### src/rtl/intAluPkg.sv
package intAluPkg;
  localparam logic [3:0] OP_ADD = 4'd0;
  localparam logic [3:0] OP_SUB = 4'd1;
  localparam logic [3:0] OP_CMP = 4'd2;
  localparam logic [3:0] OP_INC = 4'd3;
  localparam logic [3:0] OP_DEC = 4'd4;
  localparam logic [3:0] OP_AND = 4'd5;
  localparam logic [3:0] OP_OR  = 4'd6;
  localparam logic [3:0] OP_XOR = 4'd7;
  localparam logic [3:0] OP_NOT = 4'd8;
  localparam logic [3:0] OP_SHL = 4'd9;
  localparam logic [3:0] OP_SAR = 4'd10;

  localparam int CF_BIT = 0;
  localparam int PF_BIT = 2;
  localparam int AF_BIT = 4;
  localparam int ZF_BIT = 6;
  localparam int SF_BIT = 7;
  localparam int OF_BIT = 11;

  typedef enum logic [1:0] {UNIT_ARITH, UNIT_LOGIC, UNIT_SHIFT, UNIT_INV} unitSel_e;
  typedef enum logic [1:0] {FN_AND, FN_OR, FN_XOR, FN_NONE} logicFn_e;

  typedef struct packed {
    logic     wrResult;
    logic     wrFlags;
    logic     wrCarry;
    unitSel_e unitSel;
    logic     subMode;
    logic     oneOperand;
    logicFn_e logicFn;
    logic     shiftRight;
  } aluStrobes_t;
endpackage

### src/rtl/intAluCtrl.sv
module intAluCtrl
  import intAluPkg::*;
#(
  parameter int CNT_W = 5
) (
  input  logic             opValid,
  input  logic [3:0]       opSel,
  input  logic             flagWrEn,
  input  logic [CNT_W-1:0] shiftCount,
  output aluStrobes_t      strobes
);
  logic writesRes, writesFlags, writesCarry;
  logic cntZero;

  assign cntZero = (shiftCount == '0);

  always_comb begin
    strobes     = '0;
    strobes.unitSel = UNIT_ARITH;
    strobes.logicFn = FN_NONE;
    writesRes   = 1'b0;
    writesFlags = 1'b0;
    writesCarry = 1'b0;
    unique case (opSel)
      OP_ADD: begin writesRes = 1'b1; writesFlags = 1'b1; writesCarry = 1'b1; end
      OP_SUB: begin writesRes = 1'b1; writesFlags = 1'b1; writesCarry = 1'b1; strobes.subMode = 1'b1; end
      OP_CMP: begin writesFlags = 1'b1; writesCarry = 1'b1; strobes.subMode = 1'b1; end
      OP_INC: begin writesRes = 1'b1; writesFlags = 1'b1; strobes.oneOperand = 1'b1; end
      OP_DEC: begin
        writesRes = 1'b1; writesFlags = 1'b1;
        strobes.oneOperand = 1'b1; strobes.subMode = 1'b1;
      end
      OP_AND, OP_OR, OP_XOR: begin
        writesRes = 1'b1; writesFlags = 1'b1; writesCarry = 1'b1;
        strobes.unitSel = UNIT_LOGIC;
        strobes.logicFn = (opSel == OP_AND) ? FN_AND : (opSel == OP_OR) ? FN_OR : FN_XOR;
      end
      OP_NOT: begin writesRes = 1'b1; strobes.unitSel = UNIT_INV; end
      OP_SHL, OP_SAR: begin
        writesRes = 1'b1;
        writesFlags = !cntZero;
        writesCarry = !cntZero;
        strobes.unitSel = UNIT_SHIFT;
        strobes.shiftRight = (opSel == OP_SAR);
      end
      default: ;
    endcase
    strobes.wrResult = opValid && writesRes;
    strobes.wrFlags  = opValid && flagWrEn && writesFlags;
    strobes.wrCarry  = opValid && flagWrEn && writesCarry;
  end
endmodule

### src/rtl/intAluDatapath.sv
module intAluDatapath
  import intAluPkg::*;
#(
  parameter int WIDTH = 32
) (
  input  logic             clk,
  input  logic             rstN,
  input  aluStrobes_t      strobes,
  input  logic [WIDTH-1:0] dstVal,
  input  logic [WIDTH-1:0] srcVal,
  output logic [WIDTH-1:0] resultData,
  output logic             resultWr,
  output logic [31:0]      flagsReg
);
  localparam int CNT_W = $clog2(WIDTH);
  localparam logic [31:0] FLAGS_RESET = 32'h0000_0002;

  // shared adder
  logic [WIDTH-1:0] addB, addBEff, sumVal;
  logic             carryOut;
  assign addB    = strobes.oneOperand ? WIDTH'(1) : srcVal;
  assign addBEff = strobes.subMode ? ~addB : addB;
  assign {carryOut, sumVal} = {1'b0, dstVal} + {1'b0, addBEff} + {{WIDTH{1'b0}}, strobes.subMode};

  logic arithCf, arithAf, arithOf;
  assign arithCf = carryOut ^ strobes.subMode;
  assign arithAf = dstVal[4] ^ addB[4] ^ sumVal[4];
  assign arithOf = (dstVal[WIDTH-1] == addBEff[WIDTH-1]) && (sumVal[WIDTH-1] != dstVal[WIDTH-1]);

  // logic unit
  logic [WIDTH-1:0] logicVal;
  always_comb begin
    unique case (strobes.logicFn)
      FN_AND:  logicVal = dstVal & srcVal;
      FN_OR:   logicVal = dstVal | srcVal;
      FN_XOR:  logicVal = dstVal ^ srcVal;
      default: logicVal = ~dstVal;
    endcase
  end

  // shifter: one extra bit catches the last bit shifted out
  logic [CNT_W-1:0] shCnt;
  logic [WIDTH:0]   shlWide, sarWide;
  assign shCnt   = srcVal[CNT_W-1:0];
  assign shlWide = {1'b0, dstVal} << shCnt;
  assign sarWide = $signed({dstVal, 1'b0}) >>> shCnt;

  logic [WIDTH-1:0] shiftVal;
  logic             shiftCf;
  assign shiftVal = strobes.shiftRight ? sarWide[WIDTH:1] : shlWide[WIDTH-1:0];
  assign shiftCf  = strobes.shiftRight ? sarWide[0] : shlWide[WIDTH];

  // result select
  logic [WIDTH-1:0] nextRes;
  logic             nextCf, nextAf, nextOf;
  always_comb begin
    nextCf = 1'b0;
    nextAf = 1'b0;
    nextOf = 1'b0;
    unique case (strobes.unitSel)
      UNIT_ARITH: begin nextRes = sumVal; nextCf = arithCf; nextAf = arithAf; nextOf = arithOf; end
      UNIT_LOGIC: nextRes = logicVal;
      UNIT_SHIFT: begin nextRes = shiftVal; nextCf = shiftCf; end
      default:    nextRes = ~dstVal;
    endcase
  end

  logic [31:0] nextFlags;
  always_comb begin
    nextFlags = flagsReg;
    if (strobes.wrFlags) begin
      nextFlags[PF_BIT] = ~^nextRes[7:0];
      nextFlags[AF_BIT] = nextAf;
      nextFlags[ZF_BIT] = (nextRes == '0);
      nextFlags[SF_BIT] = nextRes[WIDTH-1];
      nextFlags[OF_BIT] = nextOf;
    end
    if (strobes.wrCarry) nextFlags[CF_BIT] = nextCf;
  end

  always_ff @(posedge clk or negedge rstN) begin
    if (!rstN) begin
      resultData <= '0;
      resultWr   <= 1'b0;
      flagsReg   <= FLAGS_RESET;
    end else begin
      resultWr <= strobes.wrResult;
      if (strobes.wrResult) resultData <= nextRes;
      flagsReg <= nextFlags;
    end
  end

  assert_carry_kept_R3: assert property (@(posedge clk) disable iff (!rstN)
    (strobes.wrFlags && !strobes.wrCarry) |=> flagsReg[CF_BIT] == $past(flagsReg[CF_BIT]));
  assert_zero_flag_R5: assert property (@(posedge clk) disable iff (!rstN)
    (strobes.wrFlags && strobes.wrResult) |=> flagsReg[ZF_BIT] == (resultData == '0));
  assert_sign_flag_R5: assert property (@(posedge clk) disable iff (!rstN)
    (strobes.wrFlags && strobes.wrResult) |=> flagsReg[SF_BIT] == resultData[WIDTH-1]);
endmodule

### src/rtl/intAluFlags.sv
module intAluFlags
  import intAluPkg::*;
(
  input  logic        clk,
  input  logic        rstN,
  input  logic        opValid,
  input  logic [3:0]  opSel,
  input  logic [31:0] dstVal,
  input  logic [31:0] srcVal,
  input  logic        flagWrEn,
  output logic [31:0] resultData,
  output logic        resultWr,
  output logic [31:0] flagsReg
);
  localparam int WIDTH = 32;
  localparam int CNT_W = $clog2(WIDTH);

  aluStrobes_t strobes;

  intAluCtrl #(.CNT_W(CNT_W)) i_ctrl (
    .opValid(opValid), .opSel(opSel), .flagWrEn(flagWrEn),
    .shiftCount(srcVal[CNT_W-1:0]), .strobes(strobes));

  intAluDatapath #(.WIDTH(WIDTH)) i_datapath (
    .clk(clk), .rstN(rstN), .strobes(strobes), .dstVal(dstVal), .srcVal(srcVal),
    .resultData(resultData), .resultWr(resultWr), .flagsReg(flagsReg));

  assert_cmp_no_write_R7: assert property (@(posedge clk) disable iff (!rstN)
    (opValid && opSel == OP_CMP) |=> (!resultWr && $stable(resultData)));
  assert_idle_no_write_R13: assert property (@(posedge clk) disable iff (!rstN)
    !opValid |=> (!resultWr && $stable(resultData)));
  assert_flags_hold_R13: assert property (@(posedge clk) disable iff (!rstN)
    !(opValid && flagWrEn) |=> $stable(flagsReg));
  assert_logic_clears_R8: assert property (@(posedge clk) disable iff (!rstN)
    (opValid && flagWrEn && (opSel == OP_AND || opSel == OP_OR || opSel == OP_XOR))
      |=> (!flagsReg[CF_BIT] && !flagsReg[OF_BIT] && !flagsReg[AF_BIT]));
  assert_not_flags_R9: assert property (@(posedge clk) disable iff (!rstN)
    (opValid && opSel == OP_NOT) |=> $stable(flagsReg));
  assert_fixed_bits_R12: assert property (@(posedge clk) disable iff (!rstN)
    flagsReg[1] && ((flagsReg & ~32'h0000_08D7) == 32'h0));
endmodule

### config.mk
export PLATFORM = sky130hd
export DESIGN_NAME = intAluFlags
export DESIGN_NICKNAME = d
export VERILOG_FILES = /design/src/rtl/intAluPkg.sv /design/src/rtl/intAluCtrl.sv /design/src/rtl/intAluDatapath.sv /design/src/rtl/intAluFlags.sv
export SDC_FILE = /design/constraint.sdc
export NUM_CORES = 1
export LEC_CHECK = 0
export BUFFER_PORTS_ARGS = -buffer_cell sky130_fd_sc_hd__buf_2
export CORE_MARGIN = 5
export CORE_UTILIZATION = 30
export CTS_CLUSTER_SIZE = 16
export DETAILED_ROUTE_END_ITERATION = 10
export SLEW_MARGIN = 20
export SYNTH_ARGS = -nofsm -noshare
export SYNTH_HDL_FRONTEND = slang
export SYNTH_SLANG_ARGS = --single-unit
### constraint.sdc
create_clock -name clk -period 0.8 [get_ports clk]
set_input_delay 0.12 -clock clk [delete_from_list [all_inputs] [get_ports clk]]
set_output_delay 0.12 -clock clk [all_outputs]
set_load 0.02 [all_outputs]
==> results of run 1 <==
metrics by stage:
stage               cells  power, mW  cell area [µm²]   util
finish               2602       24.3            19000  0.505
detailed placement   2495       17.5            16400  0.437
CTS                  2573       22.8            18400  0.488
floorplan            1495       10.5            11900      -
global placement     2495       17.4            16400  0.437
global route         2602       25.4            19000  0.505
per-layer routing:
layer	share of wire	global-route usage	vias up
met5	0	0	-
met4	0.044	0.0998	0
met3	0.099	0.0479	160
met2	0.44	0.450	934
met1	0.42	0.410	7389
li1	-	-	6709
kinds of logic (layout without fill, tap and decap cells):
| logic type | count (synthesis) | count (layout) | synth area share |
|---|---|---|---|
| other cells | 2 | 26 | 0.000657 |
| flops | 39 | 39 | 0.0854 |
| simple gates | 405 | 405 | 0.166 |
| xor+xnor | 24 | 24 | 0.0184 |
| buf+inv | 242 | 838 | 0.0992 |
| fa+ha+maj | 105 | 105 | 0.116 |
| mux | 189 | 189 | 0.243 |
| compound gates | 465 | 465 | 0.272 |
area by class of cell:
| class | count | area (µm²) | share of cell area |
|---|---|---|---|
| Clock inverter | 2 | 35.0 | 0.00184 |
| Timing Repair Buffer | 754 | 6260 | 0.329 |
| Tap cell | 511 | 639 | 0.0336 |
| Sequential cell | 39 | 976 | 0.0513 |
| Multi-Input combinational cell | 1214 | 10700 | 0.561 |
| Clock buffer | 6 | 139 | 0.00730 |
| Inverter | 76 | 299 | 0.0157 |
what timing repair did:
| item | in CTS | in global routing |
|---|---|---|
| endpoints found under the setup margin | 78 | 78 |
| cloned | 3 | 0 |
| hold buffers | 1 | 0 |
| resized for setup | 294 | 90 |
| pin swaps | 90 | 68 |
| buffers inserted | 74 | 34 |
| hold endpoints to repair | 39 | 0 |
power breakdown:
group          leakage [nW]  internal, mW  switching [mW]
Clock                0.0868          1.55           0.849
Combinational          8.37          9.46            9.53
Sequential            0.488          2.51           0.430
cells in the mapped netlist, types with 7 or more instances:
cell type	instances	area share
a31oi_1	15	0.0082
xnor2_1	13	0.010
nand2b_1	15	0.0082
nor2b_1	8	0.0044
a211o_1	7	0.0054
clkbuf_1	83	0.027
a221oi_1	12	0.0092
or3_1	8	0.0044
nor4_1	7	0.0038
a21o_1	23	0.015
o21a_1	10	0.0066
nand2_1	175	0.057
o22ai_1	24	0.013
buf_6	8	0.0079
nand4_1	9	0.0049
nor3_1	22	0.0096
a22oi_1	8	0.0053
buf_4	33	0.022
o221ai_1	11	0.0084
nor2_1	88	0.029
o31ai_1	11	0.0072
inv_1	72	0.024
mux4_2	63	0.12
and3_1	12	0.0066
nand3_1	20	0.0088
dfrtp_1	39	0.085
xor2_1	11	0.0084
mux2i_1	88	0.077
and2_1	7	0.0038
mux2_2	35	0.034
ha_1	104	0.11
o21ai_0	108	0.047
o211ai_1	31	0.020
a21oi_1	101	0.044
buf_2	33	0.014
buf_1	9	0.0030
a211oi_1	31	0.020
flip-flops by register name, indices dropped and copies added (netlist names):
| register | count |
|---|---|
| i_datapath.resultData | 32 |
| i_datapath.flagsReg | 6 |
| i_datapath.resultWr | 1 |
final timing paths:
check / cells after the start / endpoint / slack (ns) / from
worst max register to register: 5 / i_datapath.flagsReg[0] / -0.22 / i_datapath.flagsReg[0]
worst min register to register: 2 / i_datapath.resultData[30] / 0.51 / i_datapath.resultData[30]
max in group asynchronous: 3 / i_datapath.resultData[14] / 0.14 / rstN
min in group clk: 4 / i_datapath.resultWr / 0.29 / opSel[1]
worst max-delay path: 21 / i_datapath.flagsReg[6] / -2.91 / opSel[0]
worst min-delay path: 2 / i_datapath.resultData[4] / 0.23 / rstN
==> metrics.cfg, run 1 <==
[status]
status=complete, but fails checks
violations=negative setup slack

[route]
post_drt_wl_per_cell_um=24.7
drt_iter0_drc=1874
vias_per_cell=5.84
drt_first_pass_iters=5
drt_wl_total_um=64200
dr_total_vias=15192
drtAntennaViolNets=0
route.detailed.drc=0

[yosys]
syn_area_mm2=0.0114
synth-edff-count=0
async_reset_ff_frac=1.00
ys_warn_count=0
synth.ff_latch_count=39
synthCells=1471
synth_seq_area_share=0.0854
synth_flop_cell=dfrtp_1
synth.avg_cell_area_um2=7.77
synth_cell_types=93

[cts]
cts_buffer_depth=2
cts_buffers=5
clock_sinks=39
path_clk_slew_ns=0.06
clock-root-buffer=clkbuf_16
cts_max_level=2
insertion_delay_ns=0.28
cts_tree=built

[critical_path]
crit_chain=buf_8 > or3b_4 > nand2_4 > nand2_8 > nand2_4 > mux2i_4 > ha_4 > nand2_2 > buf_4 > o21ai_4 > a211oi_4 > xor2_1 > o21ai_1 > a21oi_1 > a21o_1 > ha_1 > nand4_1 > or4_4 > nor4_2 > nand4_1 > o21ai_1
crit_type=input port to register
crit_fanout=7
crit_buf_inv=2
cp.arrival_ns=3.93
crit_family=simple AND/OR/NAND/NOR gates
crit_slowest_cell=or4_4
slowest_delay_ns=0.51
critPathRequiredTime_ns=1.01
crit_path_start_kind=input port
endpoint_kind=register

[global_routing]
globalRouteOverflowTotal=0
antenna_found_initial=0
track_usage=0.290
grt_max_degree=35
grt_pass1_vias=14768
grt_pass1_wl_um=93600

[floorplanning]
start_util=0.303
coreArea_mm2=0.0377
die_area_mm2=0.0421
die_x_um=205
dieHeight_um=205
ios=137
rows=71

[sta]
whs_ns=0.228
finalMaxSlewViolations=0
finClkSkew_ns=0
setup_tns_ns=-93.00
grt_setup_unrepaired=true
setup_ws_ns=-2.91
period_minus_slack_ns=3.71
hold_viol=0
tightest_slew_ns=0.918
fmax_mhz=269
maxSlewHeadroom=0.387
finalSetupViolations=78
min_period_over_period=4.64

[place]
place_hpwl_um=50900
dp_slack_ns=-3.51
portBuffers=110
place_congestion=1.06

[layout]
areaGrowthSynthToFinish_pct=66.4
num-nets-final=2267
most-common-layout-cells=567 x buf_4, 156 x nand2_1, 96 x ha_1, 86 x buf_6, 83 x nor2_1
drive_above_1_share=0.511
layout_commonest_cell=buf_4
fillers=3530
antenna_cells=0

[hold_path]
hp-class=input port to async pin

[pwr]
cellPowerDensity_mw_per_mm2=1280
leakage_nw=8.95
vdd_drop_max_v=0.000865

[run]
drv_cap=0

Power figures use the tool's default switching activity.
==> inputs of run 2 (changes only) <==
- CORE_MARGIN: 5 -> 1.5
==> metrics.cfg, run 2 (synthesized netlist as in run 1, its figures left out) <==
[cts]
cts_max_level=2
cts_buffer_depth=2
insertion_delay_ns=0.29
clock-root-buffer=clkbuf_16
cts_tree=built
path_clk_slew_ns=0.06
cts_buffers=5
clock_sinks=39

[layout]
drive_above_1_share=0.511
utilization=0.511
most-common-layout-cells=557 x buf_4, 158 x nand2_1, 92 x ha_1, 83 x nor2_1, 81 x buf_6
antenna_cells=0
areaGrowthSynthToFinish_pct=67.9
num-nets-final=2259
top_regs=i_datapath.resultData (32), i_datapath.flagsReg (6), i_datapath.resultWr (1)
regMostFlops=i_datapath.resultData
largest_reg_flops=32
layout_commonest_cell=buf_4

[sta]
finalSetupViolations=78
grt_setup_unrepaired=true
whs_ns=0.210
min_period_over_period=4.74
period_minus_slack_ns=3.79
finClkSkew_ns=0
setup_ws_ns=-2.99
tightest_slew_ns=0.894
hold_viol=0
finalMaxSlewViolations=0
fmax_mhz=264
maxSlewHeadroom=0.400

[floorplanning]
dieHeight_um=198
die_area_mm2=0.0393
coreArea_mm2=0.0376
rows=71
start_util=0.304
die_x_um=198
ios=137

[global_routing]
antenna_found_initial=1
globalRouteOverflowTotal=0
track_usage=0.313
grt_pass1_vias=14714
grt_pass1_wl_um=91800
grt_max_degree=49

[critical_path]
critPathRequiredTime_ns=1.02
crit_path_start_kind=input port
cp.arrival_ns=4.02
crit_slowest_cell=or4_4
crit_chain=buf_8 > or3b_4 > nand2_4 > nand2_8 > buf_12 > nand2_4 > mux2i_1 > ha_1 > nand2_2 > a211oi_4 > a211oi_4 > buf_6 > o31a_1 > xor2_1 > o211ai_1 > o21ai_1 > ha_2 > nand4_1 > or4_4 > nor4_4 > nand4_1 > o21ai_1
endpoint_kind=register
r2r_cells=5
crit_fanout=5
slowest_delay_ns=0.56
crit_type=input port to register

[route]
drt_first_pass_iters=6
dr_total_vias=15211
route.detailed.drc=0
drt_wl_total_um=63200
drtAntennaViolNets=0
drt_iter0_drc=1793
vias_per_cell=5.86
post_drt_wl_per_cell_um=24.4

[pwr]
switching_power_mw=11.0
vdd_drop_max_v=0.00117
switching_share=0.448
clkPwrFrac=0.096
power.share.sequential=0.120
p_int_mw=13.6
leakage_nw=8.91
cellPowerDensity_mw_per_mm2=1280
combPwrFrac=0.784

[place]
place_hpwl_um=50100
portBuffers=110
place_congestion=1.02

[status]
violations=negative setup slack
status=complete, but fails checks

[run]
drv_cap=0

[hold_path]
hp-class=input port to async pin

-- run 2: path summary, 6_finish.rpt --
kind | slack, ns | start | end
min reg2reg | 0.51 | i_datapath.resultData[5] | i_datapath.resultData[5]
max reg2reg | -0.18 | i_datapath.flagsReg[0] | i_datapath.flagsReg[0]
min | 0.21 | rstN | i_datapath.flagsReg[2]
min in group clk | 0.36 | opSel[1] | i_datapath.resultWr
max | -2.99 | opSel[1] | i_datapath.flagsReg[6]
max in group asynchronous | 0.16 | rstN | i_datapath.resultData[31]
-- run 2: power groups by stage --
| stage | sequential [mW] | clock (mW) | combinational, mW |
|---|---|---|---|
| global route | 3.00 | 2.50 | 20.2 |
| global placement | 2.83 | 0 | 14.5 |
| detailed placement | 2.85 | 0 | 14.7 |
| floorplan | 3.48 | 0 | 7.06 |
| CTS | 2.93 | 2.41 | 17.5 |
| finish | 2.94 | 2.37 | 19.3 |
-- run 2: cell type report --
cell class / count / area (µm²)
Clock inverter: 3 / 47.5
Tap cell: 511 / 639
Clock buffer: 5 / 125
Timing Repair Buffer: 746 / 6240
Inverter: 76 / 298
Sequential cell: 39 / 976
Fill cell: 3497 / 18400
Multi-Input combinational cell: 1214 / 10900
-- run 2: critical path: cells and delay by family --
| family | cells | cell delay, ns |
|---|---|---|
| AOI/OAI and AO/OA | 6 | 0.98 |
| adders and majority gates | 2 | 0.59 |
| xor gates and xnor gates | 1 | 0.14 |
| muxes | 1 | 0.07 |
| buffers and inverters | 3 | 0.40 |
| and+or+nand+nor | 9 | 1.71 |
-- run 2: what timing repair did --
item / 4_1_cts / 5_1_grt
resized for setup: 287 / 125
buffers inserted: 71 / 39
hold buffers: 1 / 0
setup endpoints to repair: 78 / 78
gates cloned: 2 / 1
pin swaps: 75 / 73
hold endpoints to repair: 39 / 0
-- run 2: per-stage QoR --
stage / setup TNS (ns) / cell area [µm²] / power, mW / std cells / setup slack, ns
global placement: -102.81 / 16400 / 17.4 / 2496 / -3.44
floorplan: -85.33 / 11900 / 10.5 / 1495 / -2.95
detailed placement: -105.11 / 16400 / 17.5 / 2496 / -3.46
CTS: -90.85 / 18300 / 22.9 / 2569 / -2.78
finish: -95.55 / 19200 / 24.6 / 2594 / -2.99
global route: -101.19 / 19200 / 25.7 / 2594 / -3.16
-- run 2: per-layer routing --
metal | vias up | track usage | routed length (µm)
li1 | 6697 | - | -
met1 | 7357 | 0.414 | 25400
met2 | 958 | 0.488 | 27900
met3 | 197 | 0.0789 | 6920
met4 | 2 | 0.118 | 2950
met5 | - | 0 | 10
==> inputs of run 3 (changes only) <==
- CORE_MARGIN: 1.5 -> 4
- PLACE_DENSITY: unset -> 0.57
- RECOVER_POWER: unset -> 50
==> metrics.cfg, run 3 (synthesized netlist as in run 1, its figures left out) <==
[critical_path]
crit_slowest_cell=or4_4
crit_chain=buf_8 > buf_8 > o21ai_0 > o211ai_1 > buf_4 > buf_8 > buf_4 > mux2i_2 > ha_1 > buf_4 > a221oi_4 > buf_4 > xor2_1 > o211ai_1 > o22ai_2 > ha_4 > nand4_1 > or4_4 > nor4_2 > nand4_1 > o21ai_1
crit_cells=21
crit_family=compound AO/OA/AOI/OAI gates
crit_fanout=6
crit_type=input port to register
cp.arrival_ns=4.00
r2r_end=i_datapath.resultData[27]
crit_top_cell=buf_4
r2r_cells=2
crit_path_start_kind=input port
slowest_delay_ns=0.53
endpoint_kind=register
crit_buf_inv=7
crit_end=i_datapath.flagsReg[6]
startpoint=opSel[1]
rr_startpoint=i_datapath.resultData[27]
critPathRequiredTime_ns=1.02
r2r_slack_ns=-0.09

[route]
drtAntennaViolNets=0
drt_iter0_drc=1456
drt_first_pass_iters=5
vias_per_cell=5.74
dr_total_vias=14860
route.detailed.drc=0
drt_wl_total_um=62700
post_drt_wl_per_cell_um=24.2

[run]
drv_cap=0

[layout]
most-common-layout-cells=549 x buf_4, 160 x nand2_1, 99 x ha_1, 90 x buf_6, 83 x nor2_1
design_area_mm2=0.0188
drive_above_1_share=0.500
antenna_cells=0
num-nets-final=2253
areaGrowthSynthToFinish_pct=64.2
fillers=3620
regMostFlops=i_datapath.resultData
largest_reg_flops=32
utilization=0.498
layout_commonest_cell=buf_4
top_regs=i_datapath.resultData (32), i_datapath.flagsReg (6), i_datapath.resultWr (1)

[sta]
period_minus_slack_ns=3.79
min_period_over_period=4.74
finClkSkew_ns=0
setup_ws_ns=-2.99
whs_ns=0.236
tightest_slew_ns=0.854
maxSlewHeadroom=0.416
finalMaxSlewViolations=0
hold_viol=0
fmax_mhz=264
finalSetupViolations=111
grt_setup_unrepaired=true

[pwr]
switching_share=0.445
combPwrFrac=0.781
leakage_nw=8.81
cellPowerDensity_mw_per_mm2=1270
clkPwrFrac=0.097
power.share.sequential=0.123
switching_power_mw=10.6
vdd_drop_max_v=0.00120
p_int_mw=13.2

[cts]
clock-root-buffer=clkbuf_16
cts_buffers=5
cts_tree=built
cts_max_level=2
path_clk_slew_ns=0.06
clock_sinks=39
insertion_delay_ns=0.28
cts_buffer_depth=2

[place]
place_hpwl_um=50400
place_area_mm2=0.0164
place_congestion=1.04
dp_slack_ns=-3.46
portBuffers=110

[status]
violations=negative setup slack
status=complete, but fails checks

[global_routing]
globalRouteOverflowTotal=0
grt_pass1_wl_um=92500
grt_max_degree=49
track_usage=0.289
antenna_found_initial=1
grt_pass1_vias=14682

[floorplanning]
die_area_mm2=0.0413
die_x_um=203
dieHeight_um=203
rows=71
coreArea_mm2=0.0377
ios=137
start_util=0.303

[hold_path]
hp-class=input port to register

==> run 3: how the worst min path moves through the flow <==
| stage | start | endpoint | slack (ns) | depth (start not counted) |
|---|---|---|---|---|
| final | opSel[1] | i_datapath.resultWr | 0.24 | 4 |
| after floorplan | rstN | i_datapath.flagsReg[0] | -0.18 | 0 |
| after CTS | rstN | i_datapath.flagsReg[2] | 0.21 | 2 |
| after global placement | rstN | i_datapath.flagsReg[2] | -0.02 | 1 |
| after detailed placement | rstN | i_datapath.flagsReg[2] | -0.02 | 1 |
| after global routing | opSel[1] | i_datapath.resultWr | 0.25 | 4 |
==> run 3: final cells by class <==
type,instances,area (µm²),share of cell area
multi-input combinational,1215,10600,0.563
timing repair buffer,739,6110,0.326
sequential,39,976,0.0520
tap,511,639,0.0341
inverter,76,305,0.0163
clock buffer,5,125,0.00666
clock inverter,3,43.8,0.00233
==> run 3: per-layer routing <==
| layer | vias to the layer above | wire [µm] | GRT usage | share of wire |
|---|---|---|---|---|
| li1 | 6687 | - | - | - |
| met1 | 7242 | 26300 | 0.401 | 0.42 |
| met2 | 795 | 27600 | 0.456 | 0.44 |
| met3 | 134 | 5990 | 0.0506 | 0.096 |
| met4 | 2 | 2820 | 0.100 | 0.045 |
| met5 | - | 17 | 0 | 0.00027 |
==> run 3: timing repair <==
action / in CTS / in global routing
pin swaps: 79 / 57
resized for setup: 273 / 118
endpoints found under the hold margin: 39 / 0
hold buffers: 1 / 0
setup endpoints to repair: 78 / 78
gates cloned: 3 / 1
setup buffers: 63 / 24
==> run 3: power groups by stage <==
| stage | clock (mW) | combinational, mW | sequential (mW) |
|---|---|---|---|
| after floorplan | 0 | 7.06 | 3.48 |
| after global placement | 0 | 14.5 | 2.80 |
| after detailed placement | 0 | 14.6 | 2.81 |
| after CTS | 2.34 | 17.1 | 2.91 |
| after global routing | 2.44 | 19.5 | 2.98 |
| final | 2.30 | 18.6 | 2.91 |
==> run 3: metrics by stage <==
stage	power (mW)	instances	TNS [ns]
after floorplan	10.5	1495	-85.33
after global placement	17.3	2499	-102.54
after detailed placement	17.4	2499	-105.03
after CTS	22.3	2567	-91.70
after global routing	24.9	2588	-104.67
final	23.8	2588	-94.70
==> run 3: worst register-to-register path: stages, from the launching register on <==
cell and delay, ns:
dfrtp_1 0.39, buf_4 0.14, mux2_4 0.26
